File: config.mk
export PLATFORM = sky130hd
export DESIGN_NAME = rdy_return_net
export DESIGN_NICKNAME = d
export VERILOG_FILES = /design/src/rtl/rdy_net_pkg.sv /design/src/rtl/rdy_oh_enc.sv /design/src/rtl/rdy_tgt_reg.sv /design/src/rtl/rdy_mst_mux.sv /design/src/rtl/rdy_slv_fb.sv /design/src/rtl/rdy_return_net.sv
export SDC_FILE = /design/constraint.sdc
export NUM_CORES = 1
export LEC_CHECK = 0
export ABC_CLOCK_PERIOD_IN_PS = 3280
export BUFFER_PORTS_ARGS = -buffer_cell sky130_fd_sc_hd__clkbuf_2
export CAP_MARGIN = 20
export CORE_AREA = 2 2 39 41
export CTS_CLUSTER_DIAMETER = 30
export DETAILED_ROUTE_END_ITERATION = 8
export DIE_AREA = 0 0 41 43
export GPL_TIMING_DRIVEN = 0
export PLACE_DENSITY = 0.62
export SLEW_MARGIN = 20
export SYNTH_ARGS = -nofsm -noshare
export SYNTH_HDL_FRONTEND = slang
export SYNTH_SLANG_ARGS = --single-unit
File: constraint.sdc
create_clock -name clk -period 3.28 [get_ports clk]
set_input_delay 0.492 -clock clk [delete_from_list [all_inputs] [get_ports clk]]
set_output_delay 0.492 -clock clk [all_outputs]
set_load 0.03 [all_outputs]
File: src/rtl/rdy_net_pkg.sv
`timescale 1ns/1ps
package rdy_net_pkg;

   // Storage style of the per-initiator data-phase target register
   typedef enum logic {
      TGT_INDEX  = 1'b0,
      TGT_ONEHOT = 1'b1
   } tgt_style_e;

   function automatic int unsigned idx_bits(input int unsigned n);
      return (n < 2) ? 1 : $clog2(n);
   endfunction

endpackage

File: src/rtl/rdy_oh_enc.sv
`timescale 1ns/1ps
module rdy_oh_enc #(
   parameter int unsigned N = 3,
   parameter int unsigned W = 2
) (
   input  logic [N-1:0] oh,
   output logic [W-1:0] idx
);

   // OR-based encoder: exact for one-hot or zero input
   always_comb begin
      idx = '0;
      for (int i = 0; i < int'(N); i++) begin
         if (oh[i]) idx = idx | W'(i);
      end
   end

endmodule

File: src/rtl/rdy_tgt_reg.sv
`timescale 1ns/1ps
module rdy_tgt_reg
   import rdy_net_pkg::*;
#(
   parameter int unsigned NUM_SLV = 3,
   parameter tgt_style_e  STYLE   = TGT_ONEHOT,
   localparam int unsigned IDX_W  = idx_bits(NUM_SLV)
) (
   input  logic               clk,
   input  logic               rst_n,
   input  logic [NUM_SLV-1:0] sel,
   input  logic               xfer,
   input  logic               rdy,
   output logic               tgt_vld,
   output logic [IDX_W-1:0]   tgt_idx,
   output logic [NUM_SLV-1:0] tgt_oh
);

   logic hit;
   assign hit = xfer & (|sel);

   if (STYLE == TGT_ONEHOT) begin : g_onehot
      logic [NUM_SLV-1:0] oh_q;

      always_ff @(posedge clk or negedge rst_n) begin
         if (!rst_n)   oh_q <= '0;
         else if (rdy) oh_q <= hit ? sel : '0;
      end

      rdy_oh_enc #(.N(NUM_SLV), .W(IDX_W)) u_enc (
         .oh  (oh_q),
         .idx (tgt_idx)
      );

      assign tgt_oh  = oh_q;
      assign tgt_vld = |oh_q;
   end else begin : g_index
      logic [IDX_W-1:0] idx_q;
      logic             vld_q;
      logic [IDX_W-1:0] sel_idx;

      rdy_oh_enc #(.N(NUM_SLV), .W(IDX_W)) u_enc (
         .oh  (sel),
         .idx (sel_idx)
      );

      always_ff @(posedge clk or negedge rst_n) begin
         if (!rst_n) begin
            vld_q <= 1'b0;
            idx_q <= '0;
         end else if (rdy) begin
            vld_q <= hit;
            idx_q <= hit ? sel_idx : '0;
         end
      end

      always_comb begin
         for (int i = 0; i < int'(NUM_SLV); i++) begin
            tgt_oh[i] = vld_q && (idx_q == IDX_W'(i));
         end
      end

      assign tgt_idx = idx_q;
      assign tgt_vld = vld_q;
   end

   AST_TGT_HOLD_IN_WAIT: assert property (@(posedge clk) disable iff (!rst_n)
      !rdy |=> $stable(tgt_oh));
   AST_TGT_IDLE_CLEARS: assert property (@(posedge clk) disable iff (!rst_n)
      (rdy && !xfer) |=> !tgt_vld);
   AST_TGT_NOHIT_CLEARS: assert property (@(posedge clk) disable iff (!rst_n)
      (rdy && sel == '0) |=> !tgt_vld);
   AST_TGT_SINGLE: assert property (@(posedge clk) disable iff (!rst_n)
      $onehot0(tgt_oh));

endmodule

File: src/rtl/rdy_mst_mux.sv
`timescale 1ns/1ps
module rdy_mst_mux
   import rdy_net_pkg::*;
#(
   parameter int unsigned NUM_SLV = 3,
   parameter tgt_style_e  STYLE   = TGT_ONEHOT,
   localparam int unsigned IDX_W  = idx_bits(NUM_SLV)
) (
   input  logic               clk,
   input  logic               rst_n,
   input  logic               tgt_vld,
   input  logic [IDX_W-1:0]   tgt_idx,
   input  logic [NUM_SLV-1:0] tgt_oh,
   input  logic [NUM_SLV-1:0] s_rdy_out,
   output logic               rdy
);

   if (STYLE == TGT_ONEHOT) begin : g_andor
      // AND-OR select; an empty vector falls back to ready
      assign rdy = ~tgt_vld | (|(tgt_oh & s_rdy_out));
   end else begin : g_index
      assign rdy = tgt_vld ? s_rdy_out[tgt_idx] : 1'b1;
   end

   AST_IDLE_MASTER_READY: assert property (@(posedge clk) disable iff (!rst_n)
      !tgt_vld |-> rdy);
   AST_TGT_FORMS_AGREE: assert property (@(posedge clk) disable iff (!rst_n)
      tgt_vld |-> tgt_oh[tgt_idx]);

endmodule

File: src/rtl/rdy_slv_fb.sv
`timescale 1ns/1ps
module rdy_slv_fb #(
   parameter int unsigned NUM_MST = 2,
   parameter int unsigned NUM_SLV = 3
) (
   input  logic                       clk,
   input  logic                       rst_n,
   input  logic [NUM_MST*NUM_SLV-1:0] tgt_oh_all,
   input  logic [NUM_MST-1:0]         m_rdy,
   output logic [NUM_SLV-1:0]         s_rdy_in
);

   for (genvar s = 0; s < int'(NUM_SLV); s++) begin : g_slv
      logic [NUM_MST-1:0] owner;
      logic               acc;

      always_comb begin
         acc = 1'b1;
         for (int m = 0; m < int'(NUM_MST); m++) begin
            owner[m] = tgt_oh_all[m*NUM_SLV + s];
            acc      = acc & (~owner[m] | m_rdy[m]);
         end
      end

      assign s_rdy_in[s] = acc;

      AST_ONE_OWNER: assert property (@(posedge clk) disable iff (!rst_n)
         $countones(owner) <= 1);
      AST_FREE_SLV_READY: assert property (@(posedge clk) disable iff (!rst_n)
         (owner == '0) |-> s_rdy_in[s]);
   end

endmodule

File: src/rtl/rdy_return_net.sv
`timescale 1ns/1ps
module rdy_return_net
   import rdy_net_pkg::*;
#(
   parameter int unsigned NUM_MST = 2,
   parameter int unsigned NUM_SLV = 3,
   parameter tgt_style_e  STYLE   = TGT_ONEHOT
) (
   input  logic                       clk,
   input  logic                       rst_n,
   input  logic [NUM_MST*NUM_SLV-1:0] m_slv_sel,
   input  logic [NUM_MST-1:0]         m_xfer,
   input  logic [NUM_SLV-1:0]         s_rdy_out,
   output logic [NUM_MST-1:0]         m_rdy,
   output logic [NUM_SLV-1:0]         s_rdy_in
);

   localparam int unsigned IDX_W = idx_bits(NUM_SLV);

   if (NUM_MST < 1)  begin : g_bad_mst  $error("NUM_MST must be at least 1");  end
   if (NUM_SLV < 1)  begin : g_bad_slv  $error("NUM_SLV must be at least 1");  end
   if (NUM_SLV > 64) begin : g_big_slv  $error("NUM_SLV above 64 unsupported"); end

   logic [NUM_MST*NUM_SLV-1:0] tgt_oh_all;
   logic [NUM_MST-1:0]         tgt_vld;
   logic [NUM_MST*IDX_W-1:0]   tgt_idx_all;

   for (genvar m = 0; m < int'(NUM_MST); m++) begin : g_mst
      rdy_tgt_reg #(.NUM_SLV(NUM_SLV), .STYLE(STYLE)) u_tgt (
         .clk     (clk),
         .rst_n   (rst_n),
         .sel     (m_slv_sel[m*NUM_SLV +: NUM_SLV]),
         .xfer    (m_xfer[m]),
         .rdy     (m_rdy[m]),
         .tgt_vld (tgt_vld[m]),
         .tgt_idx (tgt_idx_all[m*IDX_W +: IDX_W]),
         .tgt_oh  (tgt_oh_all[m*NUM_SLV +: NUM_SLV])
      );

      rdy_mst_mux #(.NUM_SLV(NUM_SLV), .STYLE(STYLE)) u_mux (
         .clk       (clk),
         .rst_n     (rst_n),
         .tgt_vld   (tgt_vld[m]),
         .tgt_idx   (tgt_idx_all[m*IDX_W +: IDX_W]),
         .tgt_oh    (tgt_oh_all[m*NUM_SLV +: NUM_SLV]),
         .s_rdy_out (s_rdy_out),
         .rdy       (m_rdy[m])
      );

      AST_MST_TRACKS_TGT: assert property (@(posedge clk) disable iff (!rst_n)
         tgt_vld[m] |-> (m_rdy[m] == s_rdy_out[tgt_idx_all[m*IDX_W +: IDX_W]]));

      for (genvar s = 0; s < int'(NUM_SLV); s++) begin : g_pair
         AST_SHARED_READY: assert property (@(posedge clk) disable iff (!rst_n)
            tgt_oh_all[m*NUM_SLV + s] |-> (s_rdy_in[s] == m_rdy[m]));
      end
   end

   rdy_slv_fb #(.NUM_MST(NUM_MST), .NUM_SLV(NUM_SLV)) u_fb (
      .clk        (clk),
      .rst_n      (rst_n),
      .tgt_oh_all (tgt_oh_all),
      .m_rdy      (m_rdy),
      .s_rdy_in   (s_rdy_in)
   );

   AST_RESET_ALL_READY: assert property (@(posedge clk)
      !rst_n |-> (&m_rdy && &s_rdy_in));

endmodule

* After elaboration in Yosys (flattened, before gate mapping)
Index checks and enable logic that the tools add are counted.
** Storage, ports and cells
- Memories :: 0
- Register bits after elaboration :: 6
- Memory bits (writable) :: 0
- ROM bits :: 0
- Output and inout bits :: 5
- Logic and storage cells :: 33
- Bits in latches :: 0
- Bits of input ports :: 13
** Cells by class
- Add/sub/neg operators :: 0
- $lt $le $gt $ge :: 0
- Bitwise logic cells :: 23
- Multiplexer cells :: 2
- Reductions and logical operators :: 6
- $mul :: 0
- Eq/ne operators :: 0
- Div/mod/pow operators :: 0
- Shifts and indexed selects :: 0
** Operator list (count)
- $reduce_or A3 Y1 :: 6
- $not A1 Y1 :: 8
- $or A1 B1 Y1 :: 8
- $and A3 B3 Y3 :: 2
- $mux W3 :: 2
- $and A1 B1 Y1 :: 5

* Logic depth before layout (Yosys ltp)
- Depth in word-level cells :: 5
- Mapped depth :: 4
- Gate-level depth less buffers :: 3

* Cells and area by module
From an unflattened synthesis, not the netlist that was laid out.
** Second synthesis, totals
- Cells, all modules :: 44
- Area, all modules :: 372.9 um2
** Modules (own cells, without submodules)
- rdy_tgt_reg :: instances 2, cells each 13, area an instance 121.4 um2
- rdy_slv_fb :: instances 1, cells each 8, area an instance 67.6 um2
- rdy_mst_mux :: instances 2, cells each 3, area an instance 16.3 um2
- rdy_oh_enc :: instances 2, cells each 2, area an instance 15.0 um2

* Least setup slack after synthesis
No wires, ideal clock.
- Path type :: input-to-output
- From :: input port s_rdy_out[0]
- To :: output port s_rdy_in[0]
- Slack :: 1.199 ns
- Stages :: 4
- Required time :: 2.788 ns
- Arrival time :: 1.589 ns
- Path buffers :: 1
- Cells stage by stage :: a222oi_1 o31a_1 a21oi_1 buf_4
** Between the ends
- Longest elaborated chain between the ends :: 5
** RTL lines
- from (decl) :: line rdy_return_net.sv:13 : input logic [NUM_SLV-1:0] s_rdy_out,
- $and A3 B3 Y3 :: line rdy_mst_mux.sv:20 : assign rdy = ~tgt_vld | (|(tgt_oh & s_rdy_out));
- $reduce_or A3 Y1 :: line rdy_mst_mux.sv:20
- $or A1 B1 Y1 :: line rdy_mst_mux.sv:20
- $or A1 B1 Y1 :: line rdy_slv_fb.sv:21 : acc = acc & (~owner[m] | m_rdy[m]);
- $and A1 B1 Y1 * :: line rdy_slv_fb.sv:21
- to (decl) :: line rdy_return_net.sv:15 : output logic [NUM_SLV-1:0] s_rdy_in
Mark *: on every way between the ends. The rest lies on a longest branch, timed or not.

* Worst setup path after layout
- From :: register g_mst[0].u_tgt.g_onehot.oh_q[0]
- To :: output port s_rdy_in[0]
** Between the ends
- Longest elaborated chain between the ends :: 5
** RTL lines
- from (decl) :: line rdy_tgt_reg.sv:23 : logic [NUM_SLV-1:0] oh_q;
- from (signal assigned) :: line rdy_tgt_reg.sv:27 : else if (rdy) oh_q <= hit ? sel : '0;
- $and A3 B3 Y3 / $reduce_or A3 Y1 (equally long branches) :: line rdy_mst_mux.sv:20, rdy_tgt_reg.sv:36
- $reduce_or A3 Y1 / $not A1 Y1 (equally long branches) :: line rdy_mst_mux.sv:20
- $or A1 B1 Y1 :: line rdy_mst_mux.sv:20
- $or A1 B1 Y1 * :: line rdy_slv_fb.sv:21
- $and A1 B1 Y1 * :: line rdy_slv_fb.sv:21
Marks and branches as above.

==> metrics <==
worst setup path category=register to output pin; final clock period utilization by the worst path=0.774; skew final=0.214 ps; worst endpoint required time=2790 ps; GRT Util Overall=0.0915; TritonCTS buffer count=3; initial antenna violation count=0; FP Rows=14; Relative slew margins=0.518; sequential fraction of the synthesis area=0.451; TritonCTS clock tree=done; transition time at the pin with the least slew margin=724 ps; Met1 Routed Length=306 µm; worst-path cell with the longest stage delay=sky130_fd_sc_hd__a222oi_1; flops & latches, synth=6; portion of synthesized cell area occupied by the leading cell type=0.451; detailed placement HPWL=567 µm; Post-Synthesis Net Count=46; effective utilization at floorplan=0.241; Routed met3 length=47 µm; highest clock frequency the design can meet=394 MHz; highest cell delay on the worst timing path=660 ps; number of pins with negative max-slew slack in the final report=0; Post-CTS Hold Fix Bufs=0; largest net degree at the start of global routing=7; biggest area consumer among synthesized cells=sky130_fd_sc_hd__dfrtp_1; multiplexer area fraction after synthesis=0; clock root cell=sky130_fd_sc_hd__clkbuf_4; Final Setup Violations=0; synthesized-area fraction occupied by and/or/nand/nor cells=0.0902; routed via count divided by cell count=4.70; share of final-layout standard cells stronger than drive strength 1=0.528; Area growth syn-to-layout=38.3%; first-pass iteration count of the detailed router=5; Setup Total Neg Slack=0 ps; Routed met2 length=342 µm; count of buffers added by post-CTS timing repair for setup=0; clock latency reported for the late side of the worst-skew pair=240 ps; first-pass GRT wire length=1.00 mm; arrival time at the worst endpoint=2050 ps; Detailed Route WL=703 µm; number of design-rule violations left by the first detailed-router iteration=22; Routability Congestion=0.725; number of nets with antenna violations after routing=0; Highest Signal Layer=met4; total via count in the routed design=324; HP Class=input port to asynchronous set/reset pin; mean post-synth cell area=10.1 µm²; Max Cap Violations=0; total number of H-tree levels=1; Post-Synthesis Cells=33; Fillers=140; crit path capture type=output pin; result of the run=complete, no violations; number of warning messages in the yosys log=0; total standard cell area after synthesis=333 µm²; number of flip-flops under the largest register name=6; Sinks on Clock Net=6; critical path buffer and inverter count=2; commonest non-fill, non-tap cell in the layout=sky130_fd_sc_hd__clkbuf_2; kind of start point of the critical path=register; leakage power of the design=0.239 nW; final hold slack=62.6 ps; CTS clk-pin slew, worst paths=50 ps; net count of the finished layout=68; routed wirelength normalized by instance count=10.2 µm; power per cell area=1100 mW/mm²; Chip Height=43 µm; Die Width=41 µm; maximum VDD drop=0.000239 V; Critical Path Fanout Max=6; RSZ-0062 raised after global routing=no; Area contributors post-synth=sky130_fd_sc_hd__dfrtp_1 45%, sky130_fd_sc_hd__buf_4 11%, sky130_fd_sc_hd__a32o_2 6.8%; Max Buffers Root-to-Sink=2; final critical delay including setup and external delays=2540 ps; sum of overflow across all layers after global routing=0; setup slack of the worst register-to-register path=1610 ps; kind of cell adding the most delay to the critical path=compound AO/OA/AOI/OAI gates; worst path cell trace=a222oi_1 -> o31a_1 -> a21oi_1 -> buf_4 -> clkbuf_2; post-CTS resize count=0; number of global-route vias before repair=273; xor and xnor fraction of the mapped netlist area=0; compound-gate portion of the synthesized area=0.335; Floorplan Core Area=0.00138 mm²; main combinational cell family by area after synthesis=compound AO/OA/AOI/OAI gates; adder-cell share of the synthesized area=0; overall die area=0.00176 mm²; number of buffer cells added on primary ports=17; Unique masters post-synth=14; DRC violation count after routing=0; number of endpoints with negative hold slack in the final report=0; commonest cells after routing, fill and taps aside=17 x sky130_fd_sc_hd__clkbuf_2, 6 x sky130_fd_sc_hd__nand2_1, 6 x sky130_fd_sc_hd__dfrtp_1; n_diodes=0; ports placed on the boundary=18
## cells in the mapped netlist
cell type and instances:
sky130_fd_sc_hd__dfrtp_1 6, sky130_fd_sc_hd__nand2_1 6, sky130_fd_sc_hd__buf_4 5, sky130_fd_sc_hd__o21ai_0 3, sky130_fd_sc_hd__a222oi_1 2, sky130_fd_sc_hd__a22oi_1 2, sky130_fd_sc_hd__a32o_2 2, sky130_fd_sc_hd__a21oi_1 1
sky130_fd_sc_hd__a221oi_1 1, sky130_fd_sc_hd__a31o_2 1, sky130_fd_sc_hd__inv_1 1, sky130_fd_sc_hd__o31a_1 1, sky130_fd_sc_hd__o31ai_1 1, sky130_fd_sc_hd__or2b_1 1
## logic make-up after synthesis
kind of cell	count (synthesis)
compound gates	14
flops	6
simple gates	7
buf+inv	6
## worst paths after layout
path,from,endpoint,cells after the start
worst max-delay path,g_mst[0].u_tgt.tgt_oh[0]$_DFFE_PN0P_,s_rdy_in[0],5
worst min-delay path,rst_n,g_mst[0].u_tgt.tgt_oh[0]$_DFFE_PN0P_,1
worst max register to register,g_mst[1].u_tgt.tgt_oh[0]$_DFFE_PN0P_,g_mst[1].u_tgt.tgt_oh[1]$_DFFE_PN0P_,3
worst min register to register,g_mst[0].u_tgt.tgt_oh[2]$_DFFE_PN0P_,g_mst[0].u_tgt.tgt_oh[2]$_DFFE_PN0P_,2
max in group asynchronous,rst_n,g_mst[1].u_tgt.tgt_oh[2]$_DFFE_PN0P_,1
min in group clk,m_slv_sel[2],g_mst[0].u_tgt.tgt_oh[2]$_DFFE_PN0P_,3
## report_power, final
part	switching, W	internal (W)	leakage [nW]
clock	0.0000247	0.0000413	0.0138
combinational	0.000169	0.000132	0.149
sequential	0.0000335	0.000106	0.0760
total	0.000227	0.000280	0.239
## metrics by stage
step	std cells	cell area, µm²	util	total power [W]	setup WS, ps
2_1_floorplan	33	333	-	0.000374	1200
3_3_place_gp	66	438	0.316	0.000441	803
3_5_place_dp	66	438	0.316	0.000444	803
4_1_cts	69	460	0.333	0.000512	738
5_1_grt	69	460	0.333	0.000546	607
6_report	69	460	0.333	0.000506	743
## cell type report
class,count,area [µm²],area share
timing repair buffer,17,85.1,0.185
inverter,1,3.75,0.00815
clock buffer,3,22.5,0.0489
multi-input combinational,21,141,0.307
tap,16,20.0,0.0435
sequential,6,150,0.326
buffer,5,37.5,0.0815
## metal layers
| metal | vias to the layer above | global-route usage |
|---|---|---|
| met5 | - | 0 |
| met4 | 0 | 0.100 |
| met3 | 2 | 0.0314 |
| met2 | 11 | 0.119 |
| met1 | 143 | 0.104 |
| li1 | 168 | - |
(Power assumes the default switching activity.)
